===== src/rtl/rwp_pkg.sv =====
package rwp_pkg;
  typedef enum logic [1:0] {
    PM_RUN   = 2'd0,
    PM_IDLE  = 2'd1,
    PM_PDOWN = 2'd2
  } pm_state_e;
endpackage


===== src/rtl/rwp_rst_sync.sv =====
module rwp_rst_sync (
  input  logic clk,
  input  logic por_n,
  output logic rst_n_s
);
  logic [1:0] sync_q;
  logic [1:0] sync_d;

  always_comb sync_d = {sync_q[0], 1'b1};

  always_ff @(posedge clk or negedge por_n) begin
    if (!por_n) sync_q <= '0;
    else        sync_q <= sync_d;
  end

  assign rst_n_s = sync_q[1];
endmodule


===== src/rtl/rwp_rst_qual.sv =====
module rwp_rst_qual #(
  parameter int RST_MIN = 24
) (
  input  logic clk,
  input  logic rst_n,
  input  logic pin_hi,
  output logic ext_rst
);
  localparam int CW = $clog2(RST_MIN + 1);
  localparam logic [CW-1:0] TOP = CW'(RST_MIN);

  logic [CW-1:0] run_q;
  logic [CW-1:0] run_d;

  // length of the current high run, saturating at the qualification length
  always_comb begin
    run_d = run_q;
    if (!pin_hi)          run_d = '0;
    else if (run_q != TOP) run_d = run_q + CW'(1);
  end

  always_ff @(posedge clk or negedge rst_n) begin
    if (!rst_n) run_q <= '0;
    else        run_q <= run_d;
  end

  assign ext_rst = (run_q == TOP);
endmodule


===== src/rtl/rwp_wdt.sv =====
module rwp_wdt #(
  parameter int PRESCALE = 4,
  parameter int WDT_W    = 8
) (
  input  logic             clk,
  input  logic             rst_n,
  input  logic             clr,
  input  logic             run,
  input  logic             reload,
  input  logic [WDT_W-1:0] preset,
  output logic             ovf
);
  localparam int PRE_W = (PRESCALE > 2) ? $clog2(PRESCALE) : 1;
  localparam logic [PRE_W-1:0] PRE_LAST = PRE_W'(PRESCALE - 1);

  logic [PRE_W-1:0] pre_q, pre_d;
  logic [WDT_W-1:0] cnt_q, cnt_d;
  logic             tick;

  assign tick = run && (pre_q == PRE_LAST);
  // a reload in the same cycle refreshes instead of firing
  assign ovf  = tick && (&cnt_q) && !reload;

  always_comb begin
    pre_d = pre_q;
    cnt_d = cnt_q;
    if (clr) begin
      pre_d = '0;
      cnt_d = '0;
    end else if (reload) begin
      pre_d = '0;
      cnt_d = preset;
    end else if (run) begin
      pre_d = tick ? '0 : pre_q + PRE_W'(1);
      if (tick) cnt_d = cnt_q + WDT_W'(1);
    end
  end

  always_ff @(posedge clk or negedge rst_n) begin
    if (!rst_n) begin
      pre_q <= '0;
      cnt_q <= '0;
    end else begin
      pre_q <= pre_d;
      cnt_q <= cnt_d;
    end
  end
endmodule


===== src/rtl/rwp_pulse.sv =====
module rwp_pulse #(
  parameter int PULSE_LEN = 24
) (
  input  logic clk,
  input  logic rst_n,
  input  logic start,
  output logic active
);
  localparam int PW = $clog2(PULSE_LEN + 1);

  logic [PW-1:0] left_q, left_d;

  always_comb begin
    left_d = left_q;
    if (start)              left_d = PW'(PULSE_LEN);
    else if (left_q != '0)  left_d = left_q - PW'(1);
  end

  always_ff @(posedge clk or negedge rst_n) begin
    if (!rst_n) left_q <= '0;
    else        left_q <= left_d;
  end

  assign active = (left_q != '0);
endmodule


===== src/rtl/rwp_pm_fsm.sv =====
module rwp_pm_fsm
  import rwp_pkg::*;
(
  input  logic      clk,
  input  logic      rst_n,
  input  logic      clr,
  input  logic      idle_req,
  input  logic      pd_req,
  input  logic      pd_block,
  input  logic      wake,
  output pm_state_e state
);
  pm_state_e state_q, state_d;

  always_comb begin
    state_d = state_q;
    if (clr) begin
      state_d = PM_RUN;
    end else begin
      unique case (state_q)
        PM_RUN: begin
          if (pd_req && !pd_block) state_d = PM_PDOWN;
          else if (idle_req)       state_d = PM_IDLE;
        end
        PM_IDLE:  if (wake) state_d = PM_RUN;
        PM_PDOWN: state_d = PM_PDOWN;
        default:  state_d = PM_RUN;
      endcase
    end
  end

  always_ff @(posedge clk or negedge rst_n) begin
    if (!rst_n) state_q <= PM_RUN;
    else        state_q <= state_d;
  end

  assign state = state_q;
endmodule


===== src/rtl/rwp_ctrl.sv =====
module rwp_ctrl
  import rwp_pkg::*;
#(
  parameter int RST_MIN   = 24,
  parameter int PULSE_LEN = 24,
  parameter int PRESCALE  = 4,
  parameter int WDT_W     = 8
) (
  input  logic             clk,
  input  logic             por_n,
  input  logic             rst_pin_in,
  input  logic             wdt_en_pin,
  input  logic             idle_req,
  input  logic             pd_req,
  input  logic             irq_pending,
  input  logic             wdt_reload,
  input  logic [WDT_W-1:0] wdt_preset,
  output logic             rst_pin_drive,
  output logic             sys_rst,
  output logic [1:0]       pm_mode,
  output logic             cpu_clk_en,
  output logic             periph_clk_en,
  output logic             osc_en,
  output logic             pin_force,
  output logic             ale_lvl,
  output logic             psen_lvl,
  output logic             pwm_hi
);
  logic      rst_n_s;
  logic      ext_rst;
  logic      wdt_ovf;
  logic      wdt_run;
  pm_state_e state;

  rwp_rst_sync u_sync (
    .clk     (clk),
    .por_n   (por_n),
    .rst_n_s (rst_n_s)
  );

  rwp_rst_qual #(.RST_MIN(RST_MIN)) u_qual (
    .clk     (clk),
    .rst_n   (rst_n_s),
    .pin_hi  (rst_pin_in),
    .ext_rst (ext_rst)
  );

  // oscillator stopped in power-down freezes the watchdog too
  assign wdt_run = wdt_en_pin && (state != PM_PDOWN);

  rwp_wdt #(.PRESCALE(PRESCALE), .WDT_W(WDT_W)) u_wdt (
    .clk    (clk),
    .rst_n  (rst_n_s),
    .clr    (sys_rst),
    .run    (wdt_run),
    .reload (wdt_reload),
    .preset (wdt_preset),
    .ovf    (wdt_ovf)
  );

  rwp_pulse #(.PULSE_LEN(PULSE_LEN)) u_pulse (
    .clk    (clk),
    .rst_n  (rst_n_s),
    .start  (wdt_ovf),
    .active (rst_pin_drive)
  );

  assign sys_rst = ext_rst || rst_pin_drive;

  rwp_pm_fsm u_fsm (
    .clk      (clk),
    .rst_n    (rst_n_s),
    .clr      (sys_rst),
    .idle_req (idle_req),
    .pd_req   (pd_req),
    .pd_block (wdt_en_pin),
    .wake     (irq_pending),
    .state    (state)
  );

  assign pm_mode       = state;
  assign cpu_clk_en    = (state == PM_RUN);
  assign periph_clk_en = (state != PM_PDOWN);
  assign osc_en        = (state != PM_PDOWN);
  assign pin_force     = (state != PM_RUN);
  assign ale_lvl       = (state == PM_IDLE);
  assign psen_lvl      = (state == PM_IDLE);
  assign pwm_hi        = (state != PM_RUN);
endmodule


===== config.mk =====
export PLATFORM = sky130hd
export DESIGN_NAME = rwp_ctrl
export DESIGN_NICKNAME = d
export VERILOG_FILES = /design/src/rtl/rwp_pkg.sv /design/src/rtl/rwp_rst_sync.sv /design/src/rtl/rwp_rst_qual.sv /design/src/rtl/rwp_wdt.sv /design/src/rtl/rwp_pulse.sv /design/src/rtl/rwp_pm_fsm.sv /design/src/rtl/rwp_ctrl.sv
export SDC_FILE = /design/constraint.sdc
export NUM_CORES = 1
export LEC_CHECK = 0
export ABC_AREA = 0
export BUFFER_PORTS_ARGS = -buffer_cell sky130_fd_sc_hd__buf_2
export CAP_MARGIN = 5
export CORE_MARGIN = 1.5
export CORE_UTILIZATION = 55
export DETAILED_ROUTE_END_ITERATION = 7
export PLACE_DENSITY = 0.8
export SKIP_CTS_REPAIR_TIMING = 1
export SLEW_MARGIN = 25
export SYNTH_ARGS = -nofsm -noshare
export SYNTH_HDL_FRONTEND = slang
export SYNTH_SLANG_ARGS = --single-unit

===== constraint.sdc =====
create_clock -name clk -period 1.7 [get_ports clk]
set_input_delay 0 -clock clk [delete_from_list [all_inputs] [get_ports clk]]
set_output_delay 0 -clock clk [all_outputs]
set_load 0.01 [all_outputs]

# After elaboration in Yosys (flattened, before gate mapping)
# Index checks and enable logic that the tools add are counted.
# totals
reg_bits	24
latch_bits	0
mem_bits_rw	0
romBits	0
in_bits	16
output_inout_bits	11
wordCells	53
n_memories	0
# classes
n_addsub	4
multipliers	0
n_div	0
magnitude_cmp	0
eq_ne	9
shifts	0
mux	17
bitwise	0
reduce_logical	17
# ops
cell	n
8-bit two-way mux	4
5-bit two-way mux	4
2-bit two-way mux	8
8-bit by 1-bit adder with 8-bit output, second input constant	1
8-bit AND reduction	1
2-bit case mux with 3 select lines	1
3-bit nonzero test	2
5-bit by 1-bit adder with 5-bit output, second input constant	1
5-bit == test, second input constant	1
1-bit logical AND	5
5-bit inequality test, second input constant	1
5-bit nonzero test	1
5-bit by 1-bit subtractor with 5-bit output, second input constant	1
2-bit == test, second input constant	2
4-bit by 3-bit inequality test with 1-bit output, second input constant	1
2-bit AND reduction	2
2-bit nonzero test	2
3-bit inequality test, second input constant	1
2-bit by 1-bit adder with 2-bit output, second input constant	1
2-bit by 1-bit == test with 1-bit output, second input constant	1
1-bit logical NOT	2
2-bit logical NOT	1
2-bit by 1-bit inequality test with 1-bit output, second input constant	1
2-bit inequality test, second input constant	1
1-bit logical OR	1

# Logic depth before layout (Yosys ltp)
# Gate-level depths: netlist of run 1.
# logic_depth
word_depth	7
ltp_mapped	7
depth_no_buf	7

# Cells and area by module
# A second synthesis of run 1 with hierarchy kept.
# unflattened
cells_unflattened	141
hier_area_um2	1430.1
# modules_own_cells
mod	instances	cells_each	area_each_um2
rwp_wdt	1	69	666.9
rwp_rst_qual	1	27	287.8
rwp_pulse	1	24	260.2
rwp_pm_fsm	1	9	96.3
rwp_ctrl	1	9	65.1
rwp_rst_sync	1	3	53.8

# Least setup slack after synthesis of run 1
# No wires, ideal clock.
# synth_timing
path_type	reg2reg
from	register u_pulse.left_q[0]
to	register u_wdt.cnt_q[2]
setup_ns	0.094
t_arrival_ns	1.341
required_time_ns	1.606
path_slack_ns	0.265
stages_incl_launch_ff	8
period_less_slack_ns	1.435
cell_sequence	dfrtp_1 inv_1 ha_1 nand2b_1 nor3_4 nand2_1 buf_2 a211oi_1
# synth_via
elab_chain_len	4
elab_cells_between_ends	6
classes_between	1 x mux; 5 x reduce/logical
# synth_rtl
element	line_no	source
from (decl)	rwp_pulse.sv:11	logic [PW-1:0] left_q, left_d;
from (signal assigned)	rwp_pulse.sv:21	else left_q <= left_d;
5-bit nonzero test *	rwp_pulse.sv:24	assign active = (left_q != '0);
1-bit logical OR *	rwp_ctrl.sv:68	assign sys_rst = ext_rst || rst_pin_drive;
named net sys_rst	rwp_ctrl.sv:19	output logic sys_rst,
3-bit nonzero test (no line)	--	
2-bit AND reduction (no line)	--	
to (signal assigned)	rwp_wdt.sv:45	cnt_q <= cnt_d;
to (decl)	rwp_wdt.sv:17	logic [WDT_W-1:0] cnt_q, cnt_d;
# The timed path passes the listed nets; every way through them passes the cells marked *.
# A chain may end at the register's enable or synchronous reset.

# Worst setup path in the final report of run 1
# layout_timing
from	register u_pulse.left_q[0]
to	output port sys_rst
# layout_via
elab_chain_len	2
# layout_rtl
element	line_no
5-bit nonzero test	rwp_pulse.sv:24
1-bit logical OR	rwp_ctrl.sv:68
to (decl)	rwp_ctrl.sv:19
# Every way passes these cells.

==> results of run 1 <==
[metal layers]
metal,track usage (%),vias up,wire (um)
li1,-,524,-
met1,26.9,493,1180
met2,31.9,17,1270
met3,3.45,4,57
met4,5.26,0,22
met5,0,-,0
[critical path, cell delays in order, from the launching register on]
cell and delay, ns:
dfrtp_1 0.39, inv_1 0.09, ha_1 0.17, nand2b_1 0.11, nor3_4 0.14, nand2_1 0.08, buf_6 0.15, buf_2 0.14
[flip-flops by register name, summed over array words and instances, names as in the netlist]
signal and flops:
u_fsm.state 2, u_pulse.left_q 5, u_qual.run_q 5, u_sync.sync_q 2, u_wdt.cnt_q 8, u_wdt.pre_q 2
[power breakdown]
| group | leakage, uW | switching [uW] | internal [uW] |
|---|---|---|---|
| Combinational | 0.000419 | 259 | 250 |
| Clock | 0.0000210 | 165 | 131 |
| Sequential | 0.000319 | 92.7 | 665 |
| Total | 0.000758 | 517 | 1050 |
[final timing paths]
path | endpoint | start | cells past startpoint
setup / recovery | sys_rst | u_pulse.left_q[0] | 7
hold / removal | u_fsm.state[1] | pd_req | 3
setup reg to reg | u_wdt.cnt_q[6] | u_wdt.pre_q[0] | 5
hold reg to reg | u_qual.run_q[2] | u_sync.sync_q[1] | 0
max in group asynchronous | u_wdt.cnt_q[6] | u_sync.sync_q[1] | 1
min in group asynchronous | u_qual.run_q[2] | u_sync.sync_q[1] | 0
[area by class of cell]
type / instances / area (sq um)
Multi-Input combinational cell: 90 / 643
Tap cell: 28 / 35.0
Sequential cell: 24 / 601
Fill cell: 169 / 589
Inverter: 10 / 37.5
Clock buffer: 4 / 36.3
Timing Repair Buffer: 43 / 292
[cells by family (layout without fill, tap and decap cells)]
logic type      count (synthesis)  in the layout  share of synthesized area (%)
simple gates                   53             53                           24.1
flops                          24             24                           45.8
other cells                     1              1                          0.286
mux                             3              3                           2.38
fa+ha+maj                       5              5                           4.77
xor+xnor                       12             12                           8.01
buf+inv                        15             57                           5.24
compound gates                 16             16                           9.44
[stage by stage]
step	power, uW	area, sq um
floorplan	1100	1310
global placement	1220	1480
detailed placement	1250	1480
CTS	1540	1510
global route	1670	1640
finish	1560	1640
[cell usage in the layout, fill, tap and decap left out, types with 3 or more instances in the layout]
cell and n:
clkbuf_4 3, xor2_1 3, a211oi_1 7, nor3_1 6, nor2b_1 3, nand2_1 6
nor4_2 3, buf_4 4, a211oi_2 3, and2_1 4, dlygate4sd3_1 12, nor2_1 11
nand2b_1 3, nand3_1 6, buf_2 26, dfrtp_1 24, inv_1 8, xnor2_1 9
ha_1 5, o21ai_0 3
==> flow_summary.toml, run 1 <==
[floorplanning]
core_area_sq_um = 2230
die_area_sq_um = 2690
die_h_um = 51.9
pin_count = 27
start_util_pct = 58.8
die_w_um = 51.9
placementRows = 17

[yosys]
synth_commonest_cells = "24 x dfrtp_1, 11 x nor2_1, 9 x xnor2_1"
async_reset_ff_share_pct = 100
synth_area_per_cell_sq_um = 10.2
synth_flop_cell = "dfrtp_1"
synth_top_area_share_pct = 45.8
synth.most_common_cell = "dfrtp_1"
synthCells = 129
syn_area_sq_um = 1310
synth_edf_count = 0
seq_area_frac_synth_pct = 45.8
synth_fp_nets = 150
yosys.area.top_type = "dfrtp_1"
ys_ff_latch = 24
synth_warnings = 0
synth_cell_type_count = 35
synth_area_leaders = "dfrtp_1 46%, xnor2_1 6.0%, ha_1 4.8%, a211oi_1 4.0%, nor2_1 3.1%"

[critical_path]
crit_type = "reg2out"
endpoint_kind = "output port"
arrival_ns = 1.58
cp-start-kind = "flop"
required_ns = 1.70
rrSetupSlack_ns = 0.21
crit_fanout = 13

[placement]
io_buffers = 26
placed_cells = 182
dp_hpwl_um = 1810
pre_cts_ws_ns = 0.217
place.gp.congestion = 0.744

[route]
wire_per_inst_um = 12.7
drt-pass1-iter-count = 4
drt_iter0_drc = 17
viasPerCell = 5.22
ant_nets = 0
dr_total_vias = 1038
drc = 0
drt_wl_total_um = 2530

[power]
powerDensity_nw_per_um2 = 950
power.leakage_uw = 0.000758
ir_drop_mv = 0.704

[sta]
setup_slack_ns = 0.119
whs_ns = -0.00187
rsz0062_at_grt = "no"
max_freq_mhz = 632
report.final.setup_viol = 0
setup_tns_ns = 0
period_minus_slack_ns = 1.58
fin_skew_ns = 0.00114
drv_slew = 0
period_share_pct = 93.0
finalHoldViolations = 1

[grt]
antenna_found_initial = 0
grt_max_degree = 17
track_usage_pct = 19.5
overflow = 0
grt_pass1_vias = 900
grt_pass1_wl_um = 3880

[finish]
area_growth_pct = 25.3
drive_gt1_share_pct = 28.1
fin_util_pct = 73.6
fin_nets = 193
layout.cells.non_filler = 199
antennaDiodeCount = 0

[clock_tree]
cts_buffer_depth = 2
numCtsBuffers = 3
clkLatencyLatePin_ns = 0.30
clock_sinks = 24
cts_tree = "done"
path_clk_slew_ns = 0.13
htree_levels = 1
cts-root-buf = "clkbuf_4"

[job]
maxCapViolations = 0

[run_status]
violations = "negative hold slack"
outcome = "complete, but fails checks"

[min_path]
hp-class = "in2reg"
Note: power is estimated with default switching activity, not from simulation.
==> run 2: changes to the inputs <==
Settings changed: CTS_BUF_LIST set to sky130_fd_sc_hd__clkbuf_8.
==> run 2 against run 1 <==
Net effect: non-clock buffer count down 8; sequential share of layout area up 1.5 points; core utilization down 2.9 points; critical endpoint unchanged; largest cell class unchanged; cell count down 4.0%; register-to-register slack about the same; flip-flop and latch count unchanged; clock-buffer cell count unchanged; combinational power down 4.3%; maximum frequency up 1.6%; power up 4.2%; the flow still finishes with violations (negative hold slack).
==> flow_summary.toml, run 2 (synthesis gave the netlist of run 1 again) <==
[power]
power.share.clock_pct = 23.5
power.leakage_uw = 0.000731
powerDensity_nw_per_um2 = 1030
swShare_pct = 32.1
ir_drop_mv = 0.818
pwr-share-seq_pct = 46.6
power.switching_uw = 523
p_int_uw = 1100
p_comb_share_pct = 29.9

[critical_path]
critPathTopFamily = "buffers and inverters"
required_ns = 1.70
rrSetupSlack_ns = 0.22
endpoint_kind = "output port"
worst-path-buf-inv = 3
max_stage_delay_ns = 0.38
r2r_start = "u_wdt.pre_q[0]"
cpMaxStageDelayCell = "dfrtp_1"
crit_fanout = 13
cp-start-kind = "flop"
path_cells = "inv_1 -> ha_1 -> nand2b_1 -> nor3_4 -> nand2_1 -> buf_4 -> buf_2"
crit_type = "reg2out"
r2r-end = "u_wdt.cnt_q[6]"
reg2reg_depth = 5
arrival_ns = 1.56

[finish]
antennaDiodeCount = 0
drive_gt1_share_pct = 29.4
reg_top3 = "u_wdt.cnt_q (8), u_pulse.left_q (5), u_qual.run_q (5)"
final_area_sq_um = 1580
multi_input_area_sq_um = 643
seqCellArea_sq_um = 601
fillers = 176
fin_nets = 185
layout_commonest_cell = "buf_2"
max_flop_register = "u_wdt.cnt_q"
final_cell_mix = "26 x buf_2, 24 x dfrtp_1, 11 x nor2_1"
layout.cells.non_filler = 191
largest_register_ff_count = 8
area_growth_pct = 20.3
fin_util_pct = 70.7

[job]
maxCapViolations = 0

[run_status]
outcome = "complete, but fails checks"
violations = "negative hold slack"

[clock_tree]
cts-root-buf = "clkbuf_8"
clock_sinks = 24
cts_tree = "done"
path_clk_slew_ns = 0.08
numCtsBuffers = 3
htree_levels = 1
clkLatencyLatePin_ns = 0.26
cts_buffer_depth = 2

[sta]
period_minus_slack_ns = 1.56
setup_tns_ns = 0
fin_skew_ns = 0.00298
report.final.setup_viol = 0
whs_ns = -0.00365
drv_slew = 0
max_freq_mhz = 643
period_share_pct = 91.5
rsz0062_at_grt = "no"
finalHoldViolations = 1

[floorplanning]
placementRows = 17
core_area_sq_um = 2230
die_h_um = 51.9
die_w_um = 51.9
pin_count = 27
die_area_sq_um = 2690
start_util_pct = 58.8

[grt]
grt_pass1_wl_um = 3950
grt_pass1_vias = 898
antenna_found_initial = 0
track_usage_pct = 20.1
overflow = 0
grt_max_degree = 17

[route]
wire_per_inst_um = 12.7
viasPerCell = 5.32
dr_total_vias = 1016
drt_wl_total_um = 2420
drt_iter0_drc = 17
ant_nets = 0
drc = 0
drt-pass1-iter-count = 4

[min_path]
holdPathStages = 3
hp-class = "in2reg"
min-delay-start = "wdt_preset[2]"
hold_end = "u_wdt.cnt_q[2]"

[placement]
place.gp.congestion = 0.744
placed_cells = 182
place_area_sq_um = 1480
dp_hpwl_um = 1810
io_buffers = 26
## run 2: worst max path at each step
stage | from | endpoint | slack [ns] | cells past startpoint
floorplan | u_pulse.left_q[0] | u_wdt.cnt_q[2] | 0.26 | 7
global placement | u_qual.run_q[0] | u_fsm.state[1] | 0.32 | 6
detailed placement | u_wdt.pre_q[0] | u_wdt.cnt_q[6] | 0.22 | 5
CTS | u_qual.run_q[0] | sys_rst | 0.08 | 6
global route | u_pulse.left_q[0] | sys_rst | 0.06 | 7
finish | u_pulse.left_q[0] | sys_rst | 0.14 | 7
## run 2: routing by layer
| layer | GRT usage [%] | vias up | share of wire (%) |
|---|---|---|---|
| met5 | 0 | - | 0 |
| met4 | 5.26 | 0 | 0 |
| met3 | 4.31 | 0 | 1.9 |
| met2 | 32.5 | 11 | 51 |
| met1 | 27.4 | 497 | 47 |
| li1 | - | 508 | - |
## run 2: final cells by class
type	count	area share, %
Tap cell	28	2.22
Timing Repair Buffer	35	13.2
Inverter	10	2.38
Sequential cell	24	38.0
Multi-Input combinational cell	90	40.7
Clock buffer	4	3.49
## run 2: per-stage QoR
| stage | power, uW | worst slack, ns | hold WS (ns) |
|---|---|---|---|
| after global placement | 1220 | 0.317 | -0.216 |
| after detailed placement | 1250 | 0.217 | -0.214 |
| after CTS | 1630 | 0.0754 | -0.500 |
| after global routing | 1730 | 0.0599 | 0.0196 |
| after floorplan | 1100 | 0.265 | -0.296 |
| final | 1630 | 0.144 | -0.00365 |
## run 2: power groups by stage
stage | registers (uW) | clock network, uW | logic [uW]
floorplan | 753 | 0 | 344
global placement | 764 | 0 | 459
detailed placement | 764 | 0 | 485
CTS | 756 | 386 | 484
global route | 773 | 404 | 555
finish | 758 | 382 | 487
## run 2: worst register-to-register path, stage by stage, from the launching register on
cell      delay (ns)
dfrtp_1         0.37
ha_1            0.18
nand2_1         0.16
nor4_2          0.34
xnor2_1         0.12
a211oi_2        0.22
